==> src/rtl/i2c_wiper_ctrl.sv <==
`timescale 1ns/1ps
module i2c_wiper_ctrl #(
  parameter int         SYNC_LEN = 2,
  parameter logic [4:0] ADDR_HI  = 5'b01011
) (
  input  logic        clk,
  input  logic        rst_n,
  input  logic        iface_sel,
  input  logic        scl,
  input  logic        sda_in,
  output logic        sda_oe,
  input  logic [1:0]  adr_strap,
  output logic [31:0] wiper_codes,
  output logic [3:0]  shut_dn,
  output logic [1:0]  gp_out
);
  localparam logic [7:0] MID = 8'h80;

  typedef enum logic [2:0] {S_IDLE, S_ADDR, S_INSTR, S_DATA, S_READ, S_SKIP} st_t;

  logic [SYNC_LEN-1:0] scl_sr, sda_sr;
  logic       scl_s, sda_s, scl_d, sda_d;
  logic       scl_rise, scl_fall, start_c, stop_c;
  st_t        state, nxt;
  logic [7:0] sh, tx;
  logic [3:0] cnt;
  logic       in_ack, rs_q;
  logic [1:0] sel;
  logic [3:0][7:0] wip;

  assign scl_s    = scl_sr[SYNC_LEN-1];
  assign sda_s    = sda_sr[SYNC_LEN-1];
  assign scl_rise = scl_s & ~scl_d;
  assign scl_fall = ~scl_s & scl_d;
  assign start_c  = scl_s & scl_d & sda_d & ~sda_s;
  assign stop_c   = scl_s & scl_d & ~sda_d & sda_s;
  assign wiper_codes = wip;

  always_ff @(posedge clk or negedge rst_n) begin
    if (!rst_n) begin
      scl_sr <= '1;
      sda_sr <= '1;
      scl_d  <= 1'b1;
      sda_d  <= 1'b1;
    end else begin
      scl_sr <= {scl_sr[SYNC_LEN-2:0], scl};
      sda_sr <= {sda_sr[SYNC_LEN-2:0], sda_in};
      scl_d  <= scl_s;
      sda_d  <= sda_s;
    end
  end

  always_ff @(posedge clk or negedge rst_n) begin
    if (!rst_n) begin
      state   <= S_IDLE;
      nxt     <= S_IDLE;
      sh      <= '0;
      tx      <= '0;
      cnt     <= '0;
      in_ack  <= 1'b0;
      rs_q    <= 1'b0;
      sel     <= '0;
      sda_oe  <= 1'b0;
      wip     <= {4{MID}};
      shut_dn <= '0;
      gp_out  <= '0;
    end else if (!iface_sel) begin
      state  <= S_IDLE;
      in_ack <= 1'b0;
      sda_oe <= 1'b0;
    end else if (start_c) begin
      state  <= S_ADDR;
      cnt    <= '0;
      in_ack <= 1'b0;
      sda_oe <= 1'b0;
    end else if (stop_c) begin
      state  <= S_IDLE;
      in_ack <= 1'b0;
      sda_oe <= 1'b0;
    end else if (state != S_IDLE && state != S_SKIP) begin
      if (scl_rise && !in_ack && cnt < 4'd8) begin
        sh  <= {sh[6:0], sda_s};
        cnt <= cnt + 4'd1;
      end
      if (scl_fall) begin
        if (in_ack) begin
          in_ack <= 1'b0;
          cnt    <= '0;
          state  <= nxt;
          sda_oe <= (nxt == S_READ) ? ~wip[sel][7] : 1'b0;
          tx     <= {wip[sel][6:0], 1'b0};
        end else if (state == S_READ) begin
          if (cnt < 4'd8) begin
            sda_oe <= ~tx[7];
            tx     <= {tx[6:0], 1'b0};
          end else begin
            sda_oe <= 1'b0;
            state  <= S_SKIP;
          end
        end else if (cnt == 4'd8) begin
          case (state)
            S_ADDR: begin
              if (sh[7:1] == {ADDR_HI, adr_strap}) begin
                sda_oe <= 1'b1;
                in_ack <= 1'b1;
                nxt    <= sh[0] ? S_READ : S_INSTR;
              end else begin
                state <= S_SKIP;
              end
            end
            S_INSTR: begin
              sel              <= sh[7:6];
              rs_q             <= sh[5];
              shut_dn[sh[7:6]] <= sh[4];
              gp_out           <= {sh[2], sh[3]};
              if (sh[5]) wip[sh[7:6]] <= MID;
              sda_oe <= 1'b1;
              in_ack <= 1'b1;
              nxt    <= S_DATA;
            end
            S_DATA: begin
              if (!rs_q) wip[sel] <= sh;
              sda_oe <= 1'b1;
              in_ack <= 1'b1;
              nxt    <= S_SKIP;
            end
            default: ;
          endcase
        end
      end
    end
  end
endmodule


==> config.mk <==
export PLATFORM = sky130hd
export DESIGN_NAME = i2c_wiper_ctrl
export DESIGN_NICKNAME = d
export VERILOG_FILES = /design/src/rtl/i2c_wiper_ctrl.sv
export SDC_FILE = /design/constraint.sdc
export NUM_CORES = 1
export LEC_CHECK = 0
export ABC_AREA = 1
export BUFFER_PORTS_ARGS = -buffer_cell sky130_fd_sc_hd__buf_2
export CORE_ASPECT_RATIO = 1.2
export CORE_MARGIN = 2
export CORE_UTILIZATION = 59
export DETAILED_ROUTE_END_ITERATION = 8
export PLACE_DENSITY_LB_ADDON = 0.08
export SLEW_MARGIN = 20
export SYNTH_ARGS = -nofsm -noshare
export SYNTH_HDL_FRONTEND = slang
export SYNTH_SLANG_ARGS = --single-unit
export TNS_END_PERCENT = 100
==> constraint.sdc <==
create_clock -name clk -period 2.1 [get_ports clk]
set_input_delay 0.21 -clock clk [delete_from_list [all_inputs] [get_ports clk]]
set_output_delay 0.21 -clock clk [all_outputs]
set_load 0.01 [all_outputs]
# == Word-level counts from Yosys, hierarchy flattened ==
# Index checks and enable logic that the tools add are counted.
# totals
register_bits,75
inputBits,7
out_inout_bits,39
wordCells,145
# classes
n_addsub,1
n_lt_le_gt_ge,5
n_eq_ne,20
muxes,58
n_bitwise,20
n_reduce_logical,22
# ops
operator,count
$mux W32,2
$pmux W32 S2,1
$mux W8,6
$mux W3,13
$bwmux W32,1
$demux W8 S2,2
$and A28 B28 Y28,1
$not A28 Y28,1
$mux W4,6
$mux W1,21
$bmux W8 S2,1
$ne A6 B1 Y1 const B,2
$ne A6 B6 Y1 const B,2
$reduce_and A11 Y1,1
$not A1 Y1,10
$reduce_and A10 Y1,1
$reduce_and A5 Y1,2
$pmux W3 S3,1
$reduce_and A9 Y1,1
$ne A2 B2 Y1 const B,4
$ne A4 B1 Y1 const B,2
$reduce_bool A2 Y1,4
$and A1 B1 Y1,7
$eq A7 B6 Y1,1
23 further kinds,33

# == Depth between registers and ports, before layout ==
# logic_depth
depth_word,11
ltp_mapped,12
mapped_depth_nobuf,11

# == Least setup slack after synthesis ==
# No wires, ideal clock.
# synth_timing
kind,register to register
startpoint,register scl_d
endpoint,"register wip, in the netlist wiper_codes[30]"
setup_ns,0.122
t_arrival_ns,1.540
t_required_ns,1.978
path_slack_ns,0.438
path_stages_with_launch,9
path_buffers,1
period_less_slack_ns,1.662
cell_sequence,dfstp_2 nand2_1 nor2_1 nand2_2 nor2_8 nand3_4 buf_6 nand2_1 o21ai_2
# synth_between
elab_chain_len,5
elab_cells_between_ends,9
classes_between,bitwise (8); reduce/logical (1)
# synth_rtl
element,line,rtl
"start, declared",22,"logic scl_s, sda_s, scl_d, sda_d;"
"start signal, assigned",48,scl_d <= scl_s;
$and A1 B1 Y1,"35, 36",
$and A1 B1 Y1 (on tied branches) (2 in series),"36, 35",
$not A1 Y1 (no source line),-,
$reduce_and A11 Y1 (no source line) *,-,
"end signal, assigned",64,wip <= {4{MID}};
"end signal, assigned by index",122,if (!rs_q) wip[sel] <= sh;
"end, declared",29,logic [3:0][7:0] wip;
# Mark *: on every way between the ends. The rest lies on a longest branch, timed or not.
# A chain may end at the register's enable or synchronous reset.

# == Final worst setup path ==
# layout_timing
startpoint,register scl_sr[1]
endpoint,register sh[0]
# layout_between
elab_chain_len,5
elab_cells_between_ends,11
classes_between,bitwise (8); reduce/logical (3)
# layout_rtl
element,line,rtl
"start, declared",21,"logic [SYNC_LEN-1:0] scl_sr, sda_sr;"
"start signal, assigned",46,"scl_sr <= {scl_sr[SYNC_LEN-2:0], scl};"
$and A1 B1 Y1,"35, 36",
$and A1 B1 Y1 (on tied branches) (2 in series),"36, 35",
$not A1 Y1 (no source line),-,
$reduce_and A5 Y1 (no source line) *,-,
"end signal, assigned",82,"sh <= {sh[6:0], sda_s};"
"end, declared",25,"logic [7:0] sh, tx;"
# Marks and branches as above.

==> results by stage <==
Outcome:
- The flow ran to the end, and the final reports show no timing, DRC or antenna violations.

Floorplan:
- The vertical die dimension is 95.5 microns.
- The floorplan step defined a core boundary enclosing 0.00681 sq mm.
- The site row count is 33.
- The starting density of the core is 60.5%.
- In this run the count of I/O pins placed on the die edge is 46.
- The die extent in x is 80.3 microns.
- The floorplan step defined a die boundary enclosing 0.00767 sq mm.

CTS:
- The H-tree was split into 3 levels.
- Buffers added to address setup during post-CTS repair amount to 0.
- After clock tree synthesis, the clock-pin slew on the worst setup and hold paths is 0.08 ns.
- TritonCTS built the clock tree.
- Buffers inserted during clock tree synthesis total 9.
- The later pin in the worst-skew pair is clocked with a latency of 0.35 ns.
- The number of buffers on the longest clock path is 2.
- The clock net in this run drives a total of 74 sinks.
- In this run the clock root is driven by a sky130_fd_sc_hd__clkbuf_8.

Logic synthesis:
- For this run, the leading register cell type out of synthesis is sky130_fd_sc_hd__dfrtp_1.
- The area of the mapped netlist is 0.00412 sq mm.
- The post-synth net total is 530.
- By count the netlist is led by sky130_fd_sc_hd__nand2_1 (150), sky130_fd_sc_hd__dfrtp_1 (64), sky130_fd_sc_hd__inv_1 (44).
- In the post-synthesis netlist, the cell with the most instances is sky130_fd_sc_hd__nand2_1.
- The area share of the largest cell type after synthesis is 38.9%.
- Sorting the synthesized cells by area gives the leading types as sky130_fd_sc_hd__dfrtp_1 (39%), sky130_fd_sc_hd__nand2_1 (14%), sky130_fd_sc_hd__dfstp_2 (6.4%).
- Yosys mapped a number of flops with a built-in enable equal to 0.
- The number of synthesized register bits is 74.
- The number of distinct library cell variants in the gate-level netlist after synthesis is 33.
- Sequential elements use 45.2% of the synthesized area.
- The proportion of register bits with asynchronous set or reset after synthesis is 100%.
- Summed over all instances, the cell type with the most area after synthesis is sky130_fd_sc_hd__dfrtp_1.
- The number of warnings issued by yosys is 0.
- The average instance in the mapped netlist occupies 7.91 sq um.
- The cell count after synthesis is 521.

Pwr:
- The power per cell area is 876 mW/mm^2.
- The worst-case IR drop observed on VDD is 0.493 mV.
- The leakage power is 2.16 nW.
- The final total power is 4.07 mW.

Cells and area:
- The filler cell count is 612.
- The fraction of final layout cells with drive strength greater than 1 is 21.6%.
- The antenna diode count is 0.
- In the final design database the tool counted 578 nets.
- The layout-stage area growth over the synthesis result is 12.8%.

Routing:
- The via density per instance is 5.73.
- Dividing the detail-routed wire length by the instance count gives 16.0 microns.
- The number of vias after detailed routing is 3,785.
- The number of DRC violations after detailed routing is 0.
- The pre-antenna-repair detailed-routing pass consisted of 7 iterations.
- The wire length reported by the detailed router is 10,600 microns.
- The DRC violation total after the first TritonRoute iteration is 272.
- The number of nets with antenna violations after detailed routing is 0.

Critical path:
- The cell with the largest stage delay on the worst path is sky130_fd_sc_hd__dfstp_2.
- The worst register-to-register path has a setup slack of 0.20 ns.
- The cell family contributing the most delay on the critical path is simple AND/OR/NAND/NOR gates.
- Traced cell by cell, the critical path runs through nand4_1 -> nand3_1 -> nand2_1 -> nor2_1 -> buf_4 -> o21ai_0.
- The critical path in this run is classified as reg2reg.
- Together, buffers and inverters on the worst path number 1.
- The startpoint type of the worst setup path is a register.
- STA puts the critical path data required time at 2.31 ns.
- At the worst endpoint, the arrival time is 2.11 ns.
- The worst setup path is captured at a register.
- The largest incremental delay on the critical path is 0.55 ns.
- In this run the worst path has a maximum fanout of 15.

Timing:
- Setup repair after global routing left no endpoint under its margin.
- The final-report hold violation count is 0.
- The final critical path takes up 90.5% of the cycle.
- In the final timing run, aggregate negative setup slack is 0 ns.
- The maximum clock rate is 526 MHz.
- The final worst hold slack is 0.295 ns.
- At the pin with the least slew margin, the transition time is 0.525 ns.
- The worst clock skew is 0.0116 ns.
- The count of final setup violators is 0.
- The number of max-slew violations in the final report was 0.
- The worst path needs 1.90 ns of the cycle, external delays included.
- Headroom to the max-slew limit came out at 65.0%.

GRT:
- The pin count of the biggest net entering global routing is 75.
- The first-pass GRT wire length is 17,500 microns.
- Global routing used 48.2% of the available met2 tracks.
- The number of global-route vias before repair is 3,583.
- The total track usage is 30.0%.
- The initial antenna violation count is 0.
- The met1 track demand over resource is 40.0%.
- After global routing, the most crowded layer is met2.
- For this run the aggregate overflow at the end of global routing stands at 0.
- For this run, global-route usage on met3 was measured as 3.22%.

Placement:
- Input and output buffers added on the ports amount to 45.
- Routability-driven placement finished with a final weighted congestion of 0.944.
- The sum of net half-perimeters after detailed placement is 7480 microns.

Run:
- Across the run, the number of max-cap violations was 0.

Worst hold path:
- The tightest min-delay check is of the in2reg type.
-- final timing paths --
path,start,to,cells past startpoint
max in group asynchronous,rst_n,wiper_codes[31]$_DFFE_PN1P_,3
hold / removal,iface_sel,state[0]$_DFFE_PN0P_,5
min in group asynchronous,rst_n,sh[2]$_DFFE_PN0P_,3
setup reg to reg,scl_sr[1]$_DFF_PN1_,sh[0]$_DFFE_PN0P_,6
hold reg to reg,sda_sr[0]$_DFF_PN1_,sda_sr[1]$_DFF_PN1_,0
setup / recovery,scl_sr[1]$_DFF_PN1_,sh[0]$_DFFE_PN0P_,6
-- report_power, final --
| part | internal [mW] | switching [mW] |
|---|---|---|
| logic | 0.319 | 0.815 |
| registers | 1.64 | 0.192 |
| clock network | 0.580 | 0.522 |
-- stage by stage --
step           utilization, %  cells  setup WS (ns)  area, sq um
6_report                 68.2    661          0.199         4650
5_1_grt                  68.2    661         0.0301         4650
4_1_cts                  68.2    661          0.206         4640
3_5_place_dp             65.0    642          0.234         4430
3_3_place_gp             65.0    642          0.270         4430
2_1_floorplan               -    521          0.438         4120
-- repair_timing --
action                     CTS  global route
hold buffers                 3             0
setup endpoints to repair    0             1
hold endpoints to repair    66             0
resized for setup            0             1
-- per-layer routing --
layer  wire length (microns)  up-vias
met5                       0        -
met4                     380        0
met3                     652       31
met2                    5080      146
met1                    4460     1756
li1                        -     1852
-- layout make-up --
cell class / count / area, sq um / share of cell area [%]
Timing Repair Buffer: 55 / 333 / 7.16
Multi-Input combinational cell: 378 / 1960 / 42.2
Tap cell: 87 / 109 / 2.34
Sequential cell: 74 / 1860 / 40.1
Clock inverter: 3 / 40.0 / 0.862
Inverter: 51 / 191 / 4.12
Clock buffer: 13 / 149 / 3.20
-- worst register-to-register path: stages, from the launching register on --
cell and delay [ns]:
sky130_fd_sc_hd__dfstp_2 0.55, sky130_fd_sc_hd__nand4_1 0.24, sky130_fd_sc_hd__nand3_1 0.20, sky130_fd_sc_hd__nand2_1 0.08, sky130_fd_sc_hd__nor2_1 0.34, sky130_fd_sc_hd__buf_4 0.26
sky130_fd_sc_hd__o21ai_0 0.10
-- logic make-up (layout without fill, tap and decap cells) --
logic type	count (synthesis)	in the layout	share of synthesized area, %
buffers and inverters	69	122	7.29
AOI/OAI and AO/OA	117	117	18.1
DFF	74	74	45.2
and+or+nand+nor	259	259	28.8
adders and majority gates	2	2	0.607
-- sequential cells by signal (all words and copies together) (netlist names) --
name / flops
cnt: 4
sda_sr: 2
rs_q: 1
gp_out: 2
wiper_codes: 32
tx: 7
in_ack: 1
sh: 8
state: 3
sda_d: 1
sda_oe: 1
scl_d: 1
sel: 2
scl_sr: 2
nxt: 3
shut_dn: 4
-- layout by cell type (no fill, tap or decap), types with 2 or more instances in the layout --
cell type,count
sky130_fd_sc_hd__o21ai_2,27
sky130_fd_sc_hd__dfstp_2,10
sky130_fd_sc_hd__buf_4,5
sky130_fd_sc_hd__nand4_1,13
sky130_fd_sc_hd__nand3_4,4
sky130_fd_sc_hd__a31oi_1,30
sky130_fd_sc_hd__nand2_2,5
sky130_fd_sc_hd__clkinv_1,2
sky130_fd_sc_hd__dfrtp_1,64
sky130_fd_sc_hd__nand2_1,148
sky130_fd_sc_hd__a21oi_1,5
sky130_fd_sc_hd__o31a_1,2
sky130_fd_sc_hd__inv_2,5
sky130_fd_sc_hd__and3_1,2
sky130_fd_sc_hd__clkinv_2,2
sky130_fd_sc_hd__nor2_4,2
sky130_fd_sc_hd__o21ai_1,11
sky130_fd_sc_hd__o22ai_1,2
sky130_fd_sc_hd__nor2_1,29
sky130_fd_sc_hd__nor2_2,2
sky130_fd_sc_hd__clkbuf_1,3
sky130_fd_sc_hd__clkbuf_8,10
sky130_fd_sc_hd__inv_1,44
sky130_fd_sc_hd__dlygate4sd3_1,3
sky130_fd_sc_hd__buf_12,2
sky130_fd_sc_hd__ha_1,2
sky130_fd_sc_hd__o21ai_0,36
sky130_fd_sc_hd__nor3_1,33
sky130_fd_sc_hd__nand3_1,18
sky130_fd_sc_hd__buf_2,45
Power figures use the tool's default switching activity.
